`src/rtl/spi_ctl_pkg.sv`:
```
package spi_ctl_pkg;

  typedef struct packed {
    logic shiftIn;   // take one serial bit into the input shifter
    logic capHdr;    // first byte complete: latch chip match and direction
    logic capSub;    // last index bit: load the running index
    logic wrStb;     // full write data byte present
    logic fetch;     // issue register read at the running index
    logic capRd;     // capture register read data into the readback buffer
    logic loadOut;   // load readback buffer into the output shifter
    logic shiftOut;  // advance the output shifter
    logic oeSet;     // drive the data-out line
    logic clrFrame;  // latch high: end of frame
  } ctrlStrobes_t;

endpackage

```
`src/rtl/spi_ctl_fsm.sv`:
```
module spi_ctl_fsm
  import spi_ctl_pkg::*;
#(
  parameter int SYNC_STAGES = 2,
  parameter int MODE_PULSES = 3,
  parameter int HDR_BITS    = 24,
  parameter int BYTE_W      = 8
) (
  input  logic         clk,
  input  logic         rstN,
  input  logic         latchN,
  input  logic         sclk,
  input  logic         sdi,
  input  logic         hdrMatch,
  input  logic         hdrRead,
  output logic         sdiQ,
  output logic         spiMode,
  output ctrlStrobes_t strb
);

  localparam int CNT_W  = $clog2(HDR_BITS + 1);
  localparam int BIT_W  = $clog2(BYTE_W);
  localparam int MODE_W = $clog2(MODE_PULSES + 1);

  logic [SYNC_STAGES-1:0] latchSync, sclkSync, sdiSync;
  logic latchQ, sclkQ, latchPrev, sclkPrev;
  logic latchFall, sclkRise, sclkFall, active, fetchReq;
  logic frameOn, fetchQ, capRdQ;
  logic [CNT_W-1:0]  hdrCnt;
  logic [BIT_W-1:0]  dataBit;
  logic [MODE_W-1:0] modeCnt;
  logic inData;

  always_ff @(posedge clk or negedge rstN) begin
    if (!rstN) begin
      latchSync <= '1;
      sclkSync  <= '0;
      sdiSync   <= '0;
      latchPrev <= 1'b1;
      sclkPrev  <= 1'b0;
    end else begin
      latchSync <= {latchSync[SYNC_STAGES-2:0], latchN};
      sclkSync  <= {sclkSync[SYNC_STAGES-2:0], sclk};
      sdiSync   <= {sdiSync[SYNC_STAGES-2:0], sdi};
      latchPrev <= latchQ;
      sclkPrev  <= sclkQ;
    end
  end

  assign latchQ    = latchSync[SYNC_STAGES-1];
  assign sclkQ     = sclkSync[SYNC_STAGES-1];
  assign sdiQ      = sdiSync[SYNC_STAGES-1];
  assign latchFall = latchPrev & ~latchQ;
  assign sclkRise  = sclkQ & ~sclkPrev;
  assign sclkFall  = ~sclkQ & sclkPrev;
  assign active    = frameOn & ~latchQ;
  assign inData    = (hdrCnt == CNT_W'(HDR_BITS));

  assign fetchReq = hdrMatch & hdrRead &
                    ((hdrCnt == CNT_W'(HDR_BITS - 1)) ||
                     (inData && dataBit == BIT_W'(BYTE_W - 1)));

  always_comb begin
    strb          = '0;
    strb.clrFrame = latchQ;
    strb.fetch    = fetchQ;
    strb.capRd    = capRdQ;
    if (active && sclkRise) begin
      strb.shiftIn = 1'b1;
      if (!inData) begin
        strb.capHdr = (hdrCnt == CNT_W'(BYTE_W - 1));
        strb.capSub = (hdrCnt == CNT_W'(HDR_BITS - 1));
      end else begin
        strb.wrStb = hdrMatch & ~hdrRead & (dataBit == BIT_W'(BYTE_W - 1));
      end
    end
    if (active && sclkFall && inData && hdrMatch && hdrRead) begin
      strb.oeSet    = 1'b1;
      strb.loadOut  = (dataBit == '0);
      strb.shiftOut = (dataBit != '0);
    end
  end

  always_ff @(posedge clk or negedge rstN) begin
    if (!rstN) begin
      frameOn <= 1'b0;
      hdrCnt  <= '0;
      dataBit <= '0;
      modeCnt <= '0;
      spiMode <= 1'b0;
      fetchQ  <= 1'b0;
      capRdQ  <= 1'b0;
    end else begin
      fetchQ <= active & sclkRise & fetchReq;
      capRdQ <= fetchQ;
      if (latchFall && !spiMode) begin
        if (modeCnt == MODE_W'(MODE_PULSES - 1)) spiMode <= 1'b1;
        else modeCnt <= modeCnt + 1'b1;
      end
      if (latchQ) begin
        frameOn <= 1'b0;
        hdrCnt  <= '0;
        dataBit <= '0;
      end else begin
        if (latchFall) frameOn <= spiMode;
        if (active && sclkRise) begin
          if (!inData) hdrCnt <= hdrCnt + 1'b1;
          else if (dataBit == BIT_W'(BYTE_W - 1)) dataBit <= '0;
          else dataBit <= dataBit + 1'b1;
        end
      end
    end
  end

endmodule

```
`src/rtl/spi_ctl_dp.sv`:
```
module spi_ctl_dp
  import spi_ctl_pkg::*;
#(
  parameter int SUB_W  = 12,
  parameter int BYTE_W = 8,
  parameter int CHIP_W = 7
) (
  input  logic              clk,
  input  logic              rstN,
  input  ctrlStrobes_t      strb,
  input  logic              sdiQ,
  input  logic              addrSel,
  input  logic [BYTE_W-1:0] regRdData,
  output logic              hdrMatch,
  output logic              hdrRead,
  output logic [SUB_W-1:0]  regAddr,
  output logic [BYTE_W-1:0] regWrData,
  output logic              sdo,
  output logic              sdoOe
);

  localparam int SH_W = SUB_W - 1;

  logic [SH_W-1:0]   shIn;
  logic [SUB_W-1:0]  curAddr;
  logic [BYTE_W-1:0] rdBuf, outShift;
  logic [CHIP_W-1:0] chipId;

  assign chipId    = {{(CHIP_W-1){1'b0}}, addrSel};
  assign regWrData = {shIn[BYTE_W-2:0], sdiQ};
  assign regAddr   = curAddr;
  assign sdo       = outShift[BYTE_W-1];

  always_ff @(posedge clk or negedge rstN) begin
    if (!rstN) begin
      shIn     <= '0;
      curAddr  <= '0;
      rdBuf    <= '0;
      outShift <= '0;
      hdrMatch <= 1'b0;
      hdrRead  <= 1'b0;
      sdoOe    <= 1'b0;
    end else begin
      if (strb.shiftIn) shIn <= {shIn[SH_W-2:0], sdiQ};
      if (strb.capHdr) begin
        hdrRead  <= sdiQ;
        hdrMatch <= (shIn[CHIP_W-1:0] == chipId);
      end
      if (strb.capSub) curAddr <= {shIn, sdiQ};
      else if (strb.wrStb || strb.fetch) curAddr <= curAddr + 1'b1;
      if (strb.capRd) rdBuf <= regRdData;
      if (strb.loadOut) outShift <= rdBuf;
      else if (strb.shiftOut) outShift <= {outShift[BYTE_W-2:0], 1'b0};
      if (strb.clrFrame) sdoOe <= 1'b0;
      else if (strb.oeSet) sdoOe <= 1'b1;
    end
  end

endmodule

```
`src/rtl/spi_ctl_port.sv`:
```
module spi_ctl_port
  import spi_ctl_pkg::*;
#(
  parameter int SUB_W       = 12,
  parameter int BYTE_W      = 8,
  parameter int CHIP_W      = 7,
  parameter int SYNC_STAGES = 2,
  parameter int MODE_PULSES = 3
) (
  input  logic              clk,
  input  logic              rstN,
  input  logic              latchN,
  input  logic              sclk,
  input  logic              sdi,
  input  logic              addrSel,
  output logic              sdo,
  output logic              sdoOe,
  output logic              spiMode,
  output logic [SUB_W-1:0]  regAddr,
  output logic              regWrEn,
  output logic [BYTE_W-1:0] regWrData,
  output logic              regRdEn,
  input  logic [BYTE_W-1:0] regRdData
);

  localparam int SUB_BYTES = (SUB_W + BYTE_W - 1) / BYTE_W;
  localparam int HDR_BITS  = BYTE_W * (1 + SUB_BYTES);

  ctrlStrobes_t strb;
  logic sdiQ, hdrMatch, hdrRead;

  spi_ctl_fsm #(
    .SYNC_STAGES(SYNC_STAGES), .MODE_PULSES(MODE_PULSES),
    .HDR_BITS(HDR_BITS), .BYTE_W(BYTE_W)
  ) fsm_i (
    .clk(clk), .rstN(rstN), .latchN(latchN), .sclk(sclk), .sdi(sdi),
    .hdrMatch(hdrMatch), .hdrRead(hdrRead),
    .sdiQ(sdiQ), .spiMode(spiMode), .strb(strb)
  );

  spi_ctl_dp #(
    .SUB_W(SUB_W), .BYTE_W(BYTE_W), .CHIP_W(CHIP_W)
  ) dp_i (
    .clk(clk), .rstN(rstN), .strb(strb), .sdiQ(sdiQ), .addrSel(addrSel),
    .regRdData(regRdData), .hdrMatch(hdrMatch), .hdrRead(hdrRead),
    .regAddr(regAddr), .regWrData(regWrData), .sdo(sdo), .sdoOe(sdoOe)
  );

  assign regWrEn = strb.wrStb;
  assign regRdEn = strb.fetch;

endmodule

```
`config.mk`:
```
export PLATFORM = sky130hd
export DESIGN_NAME = spi_ctl_port
export DESIGN_NICKNAME = d
export VERILOG_FILES = /design/src/rtl/spi_ctl_pkg.sv /design/src/rtl/spi_ctl_fsm.sv /design/src/rtl/spi_ctl_dp.sv /design/src/rtl/spi_ctl_port.sv
export SDC_FILE = /design/constraint.sdc
export NUM_CORES = 1
export LEC_CHECK = 0
export BUFFER_PORTS_ARGS = -buffer_cell sky130_fd_sc_hd__buf_4
export CORE_MARGIN = 10
export CORE_UTILIZATION = 61
export CTS_CLUSTER_SIZE = 20
export DETAILED_ROUTE_END_ITERATION = 10
export GPL_ROUTABILITY_DRIVEN = 0
export PLACE_DENSITY = 0.95
export RECOVER_POWER = 100
export SYNTH_ARGS = -nofsm -noshare
export SYNTH_HDL_FRONTEND = slang
export SYNTH_SLANG_ARGS = --single-unit
```
`constraint.sdc`:
```
create_clock -name clk -period 5.1 [get_ports clk]
set_input_delay 0.255 -clock clk [delete_from_list [all_inputs] [get_ports clk]]
set_output_delay 0.255 -clock clk [all_outputs]
set_load 0.02 [all_outputs]
```
* Yosys cells after proc, flatten, opt, wreduce, memory -nomap -nowiden *
Index checks and enable logic that the tools add are counted.

storage, ports and cells
  bits in registers = 64
  input bits = 14
  output and inout port bits = 25
  word-level logic and storage cells = 86

cells by class
  add/sub/neg operators = 4
  eq/ne operators = 7
  mux-type cells = 19
  bitwise operators = 15
  reduce and logical (&&, ||, !) cells = 22

operator list
  cell                                                  count
  2-to-1 mux 12 bit                                     2
  2-to-1 mux 8 bit                                      2
  2-to-1 mux 3 bit                                      5
  2-to-1 mux 5 bit                                      3
  adder 12 x 1 -> 12 bit (second input constant)        1
  nonzero test 2 bit                                    6
  AND 1 bit                                             10
  equality test 5 bit (second input constant)           2
  AND reduction 2 bit                                   4
  equality test 7 x 1 -> 1 bit                          1
  logical AND 1 bit                                     7
  adder 5 x 1 -> 5 bit (second input constant)          1
  equality test 5 x 3 -> 1 bit (second input constant)  1
  2-to-1 mux 1 bit                                      5
  inverter 1 bit                                        5
  2-to-1 mux 4 bit                                      1
  adder 3 x 1 -> 3 bit (second input constant)          1
  equality test 3 bit (second input constant)           1
  logical NOT 3 bit                                     1
  nonzero test 3 bit                                    1
  adder 2 x 1 -> 2 bit (second input constant)          1
  equality test 2 bit (second input constant)           1
  logical OR 1 bit                                      2
  2-to-1 mux 2 bit                                      1
  2 further kinds                                       2

* Longest topological paths before layout *
  depth in word-level cells = 9
  gate-level depth with buffers = 8
  gate-level depth less buffers = 7

* Hierarchy *
A second synthesis with hierarchy kept.

unflattened totals
  cell total of the unflattened synthesis = 260
  area, all modules = 3009.1 um^2

by module, submodules not included
  module       instances  cells each  area an instance (um^2)  sequential area each (um^2)
  spi_ctl_dp   1          173         1975.6                   1051.0
  spi_ctl_fsm  1          87          1033.5                   554.3

* Worst setup path before layout *
Ideal clock, no wire load.

  path type = register -> register
  start = register fsm_i.dataBit[0]
  end = register dp_i.curAddr[6] (netlist: dp_i.regAddr[6])
  setup time = 0.126 ns
  arrival = 1.628 ns
  required time = 4.974 ns
  path slack = 3.346 ns
  stages on the path, launching flop included = 8
  buffers on the path = 0
  period minus slack after synthesis = 1.754 ns
  cells stage by stage = dfrtp_1 -> ha_1 -> ha_1 -> and3b_2 -> a31o_2 -> and2_1 -> a21oi_1 -> a211oi_1

on the way
  longest elaborated chain between the ends = 6

RTL lines
  what                                 RTL line            RTL
  start: declaration                   spi_ctl_fsm.sv:30   logic [BIT_W-1:0] dataBit;
  start signal: assignment             spi_ctl_fsm.sv:109  else dataBit <= dataBit + 1'b1;
  equality test 3 bit                  spi_ctl_fsm.sv:74   strb.wrStb = hdrMatch & ~hdrRead & (dataBit == BIT_W'(BYTE_W - 1));
  AND 1 bit                            spi_ctl_fsm.sv:74
  2-to-1 mux 1 bit                     spi_ctl_fsm.sv:70   if (!inData) begin
  2-to-1 mux 4 bit                     spi_ctl_fsm.sv:68   if (active && sclkRise) begin
  logical OR 1 bit                     spi_ctl_dp.sv:50    else if (strb.wrStb || strb.fetch) curAddr <= curAddr + 1'b1;
  nonzero test 2 bit (no source line)  n/a
  end signal: assignment               spi_ctl_dp.sv:49    if (strb.capSub) curAddr <= {shIn, sdiQ};
  end signal: assignment               spi_ctl_dp.sv:50
  end: declaration                     spi_ctl_dp.sv:25    logic [SUB_W-1:0] curAddr;

Every way passes these cells.
A chain may end at the register's enable or synchronous reset.

==> results.yml <==
setup_path:
  cp_cell_sequence: "clkbuf_1"
  required_ns: 4.81
  path_buf_inv: 1
  crit_family: "buffers and inverters"
  worst-setup-path-type: "in -> async"
  end_kind: "asynchronous set/reset pin"
  cp_slowest_cell: "clkbuf_1"
  critPathMaxFanout: 64
  critPathLaunchType: "input port"
  cpPeakStageDelay_ns: 2.30
  arrival_ns: 2.59
die:
  rows: 25
  die_w_um: 89.41
  die_h_um: 89.41
  start_util_pct: 62.64
  die-area_um2: 7994
  core-area_um2: 4692
  io-pin-count: 39
pwr:
  intPower_uw: 838.5
  pwr-share-clk_pct: 42.7
  swShare_pct: 23.74
  p_leak_uw: 0.001502
  seqPwrFrac_pct: 50.1
  p_sw_uw: 261.1
  power.density_nw_per_um2: 335.9
  pwr-share-comb_pct: 7.2
  max-vdd-ir-drop_v: 0.0001857
  total_power_uw: 1100
logic_synthesis:
  synthCells: 277
  netlist_area_um2: 2939
  ys_types: 44
  yosys.area.top_type: "dfrtp_1"
  synth.avg_cell_area_um2: 10.61
  synth.top_cells.by_area: "dfrtp_1 (52%), nand2_1 (7.0%), mux2_2 (4.2%)"
  synth_seq_cells: 64
  synth_async_sr_flop_share_pct: 100.0
  synth_fp_nets: 298
  yosys_most_used_dff: "dfrtp_1"
  synth.most_common_cell: "dfrtp_1"
  ys_seq_area_share_pct: 54.62
  synth_top_area_share_pct: 51.94
  synth_commonest_cells: "dfrtp_1 (61), nand2_1 (55), nor2_1 (16)"
  synth_edf_count: 0
  yosys_warnings: 0
cells_and_area:
  design_area_um2: 3273
  fin_nets: 329
  nFillCells: 355
  fin_cells: 367
  diodes: 0
  areaGrowthSynthToFinish_pct: 11.37
  drive_gt1_share_pct: 15.02
clock_network:
  cts_sinks: 64
  clock_insertion_delay_worst_skew_ns: 0.35
  clk_pin_slew_ns: 0.07
  cts_hold_buf: 0
  cts_buffers: 9
  htreeDepth: 3
  root_buffer: "clkbuf_8"
  cts_tree: "done"
  clockBufferDepth: 2
  cts_resized: 0
  postCtsSetupBuffers: 0
detailed_routing:
  vias: 2122
  drcViolationCount: 0
  avgRoutedWirePerCell_um: 16.25
  finalWirelength_mm: 5.963
  vias_per_cell: 5.782
  final_antenna_net_count: 0
  dr.pass1.iters: 4
  drt_iter0_markers: 135
timing:
  setup-violations-final: 0
  period_share_pct: 56.53
  layout_min_cycle_time_ns: 2.883
  slew_viol_final: 65
  slew_headroom_pct: -121.3
  clock_skew_ns: 0.007890
  rsz0062_at_grt: "false"
  finalSetupTns_ns: 0
  tightest_slew_ns: 3.320
  whs_ns: 0.01561
  fmax_mhz: 346.9
  hold_viol_final: 0
job:
  maxCapViolations: 1
grt:
  antenna_found_initial: 0
  grt-ovfl-total: 0
  grt_pass1_vias: 2172
  grt_max_degree: 65
  grt_pass1_wl_mm: 10.23
  grt_use_total_pct: 16.63
placed_design:
  dp_hpwl_mm: 4.152
  dpl.cell_count: 351
  placed_area_um2: 3183
  port_buffers: 38
run_status:
  violations: "max-capacitance violations, max-slew violations"
  status: "finished with violations"
worst_hold_path:
  hold_class: "in -> reg"
## logic make-up after synthesis
group	share of synthesized area, %
AND/OR/NAND/NOR	19.16
adder cells (fa/ha/maj)	2.980
multiplexers	7.280
buffers and inverters	4.598
AO/OA/AOI/OAI	7.194
XOR/XNOR	4.172
flip-flops	54.62
## per-layer routing
metal  track usage [%]  part of all wire [%]  up-vias
li1                  -                     -     1008
met1             21.42                    46     1049
met2             24.42                    47       55
met3             4.102                   4.9       10
met4             10.55                   2.1        0
met5                 0                     0        -
## power by group through the flow
stage	Clock [uW]	Sequential [uW]	Combinational, uW
CTS	474	551	91.2
floorplan	0	555	59.4
global placement	0	559	85.7
detailed placement	0	560	90.6
global route	497	554	90.2
finish	469	550	79.7
## through the flow
| stage | util, % | worst slack, ns |
|---|---|---|
| finish | 69.76 | 2.217 |
| global route | 69.76 | 1.524 |
| CTS | 72.48 | 2.860 |
| detailed placement | 67.84 | 2.890 |
| global placement | 67.84 | 3.022 |
| floorplan | - | 3.346 |
## placed cells by master, fill, tap and decap left out, types with 3 or more instances in the layout
| cell type | netlist | layout |
|---|---|---|
| dfrtp_1 | 61 | 61 |
| nor2_1 | 16 | 16 |
| clkbuf_1 | 4 | 27 |
| nor3_1 | 4 | 4 |
| a31oi_1 | 2 | 3 |
| xor2_1 | 3 | 3 |
| a21oi_1 | 13 | 13 |
| mux2_2 | 11 | 11 |
| buf_4 | 8 | 9 |
| nand3_1 | 10 | 10 |
| nand4_1 | 4 | 4 |
| clkbuf_4 | 0 | 3 |
| xnor2_1 | 11 | 11 |
| mux2i_1 | 9 | 9 |
| a31o_2 | 3 | 3 |
| ha_1 | 7 | 7 |
| nand2_1 | 55 | 55 |
| o21ai_0 | 13 | 13 |
| inv_1 | 7 | 7 |
| clkbuf_8 | 0 | 13 |
## area by class of cell
| class | count | area, um2 | area share, % |
|---|---|---|---|
| Inverter | 7 | 26.28 | 0.8028 |
| Clock inverter | 2 | 35.03 | 1.070 |
| Multi-Input combinational cell | 188 | 1169 | 35.70 |
| Clock buffer | 14 | 182.7 | 5.581 |
| Tap cell | 54 | 67.56 | 2.064 |
| Timing Repair Buffer | 38 | 187.7 | 5.734 |
| Sequential cell | 64 | 1605 | 49.04 |
## flip-flops by register name, summed over array words and instances, names as in the netlist, 2 cells and up
signal and flops:
fsm_i.sclkSync 2, dp_i.shIn 11, fsm_i.latchSync 2, fsm_i.modeCnt 2
fsm_i.dataBit 3, dp_i.outShift 8, fsm_i.hdrCnt 5, dp_i.rdBuf 8
fsm_i.sdiSync 2, dp_i.regAddr 12
## final timing paths
path,start,to,slack [ns],cells after the start
hold reg to reg,fsm_i.sdiSync[0],fsm_i.sdiSync[1],0.36,0
hold / removal,latchN,fsm_i.latchSync[0],0.02,1
setup / recovery,rstN,fsm_i.sdiSync[0],2.22,1
setup reg to reg,fsm_i.latchSync[1],dp_i.regAddr[8],2.56,5
max in group clk,fsm_i.latchSync[1],dp_i.regAddr[8],2.56,5
min in group asynchronous,rstN,dp_i.regAddr[8],1.00,1
(Power assumes the default switching activity.)
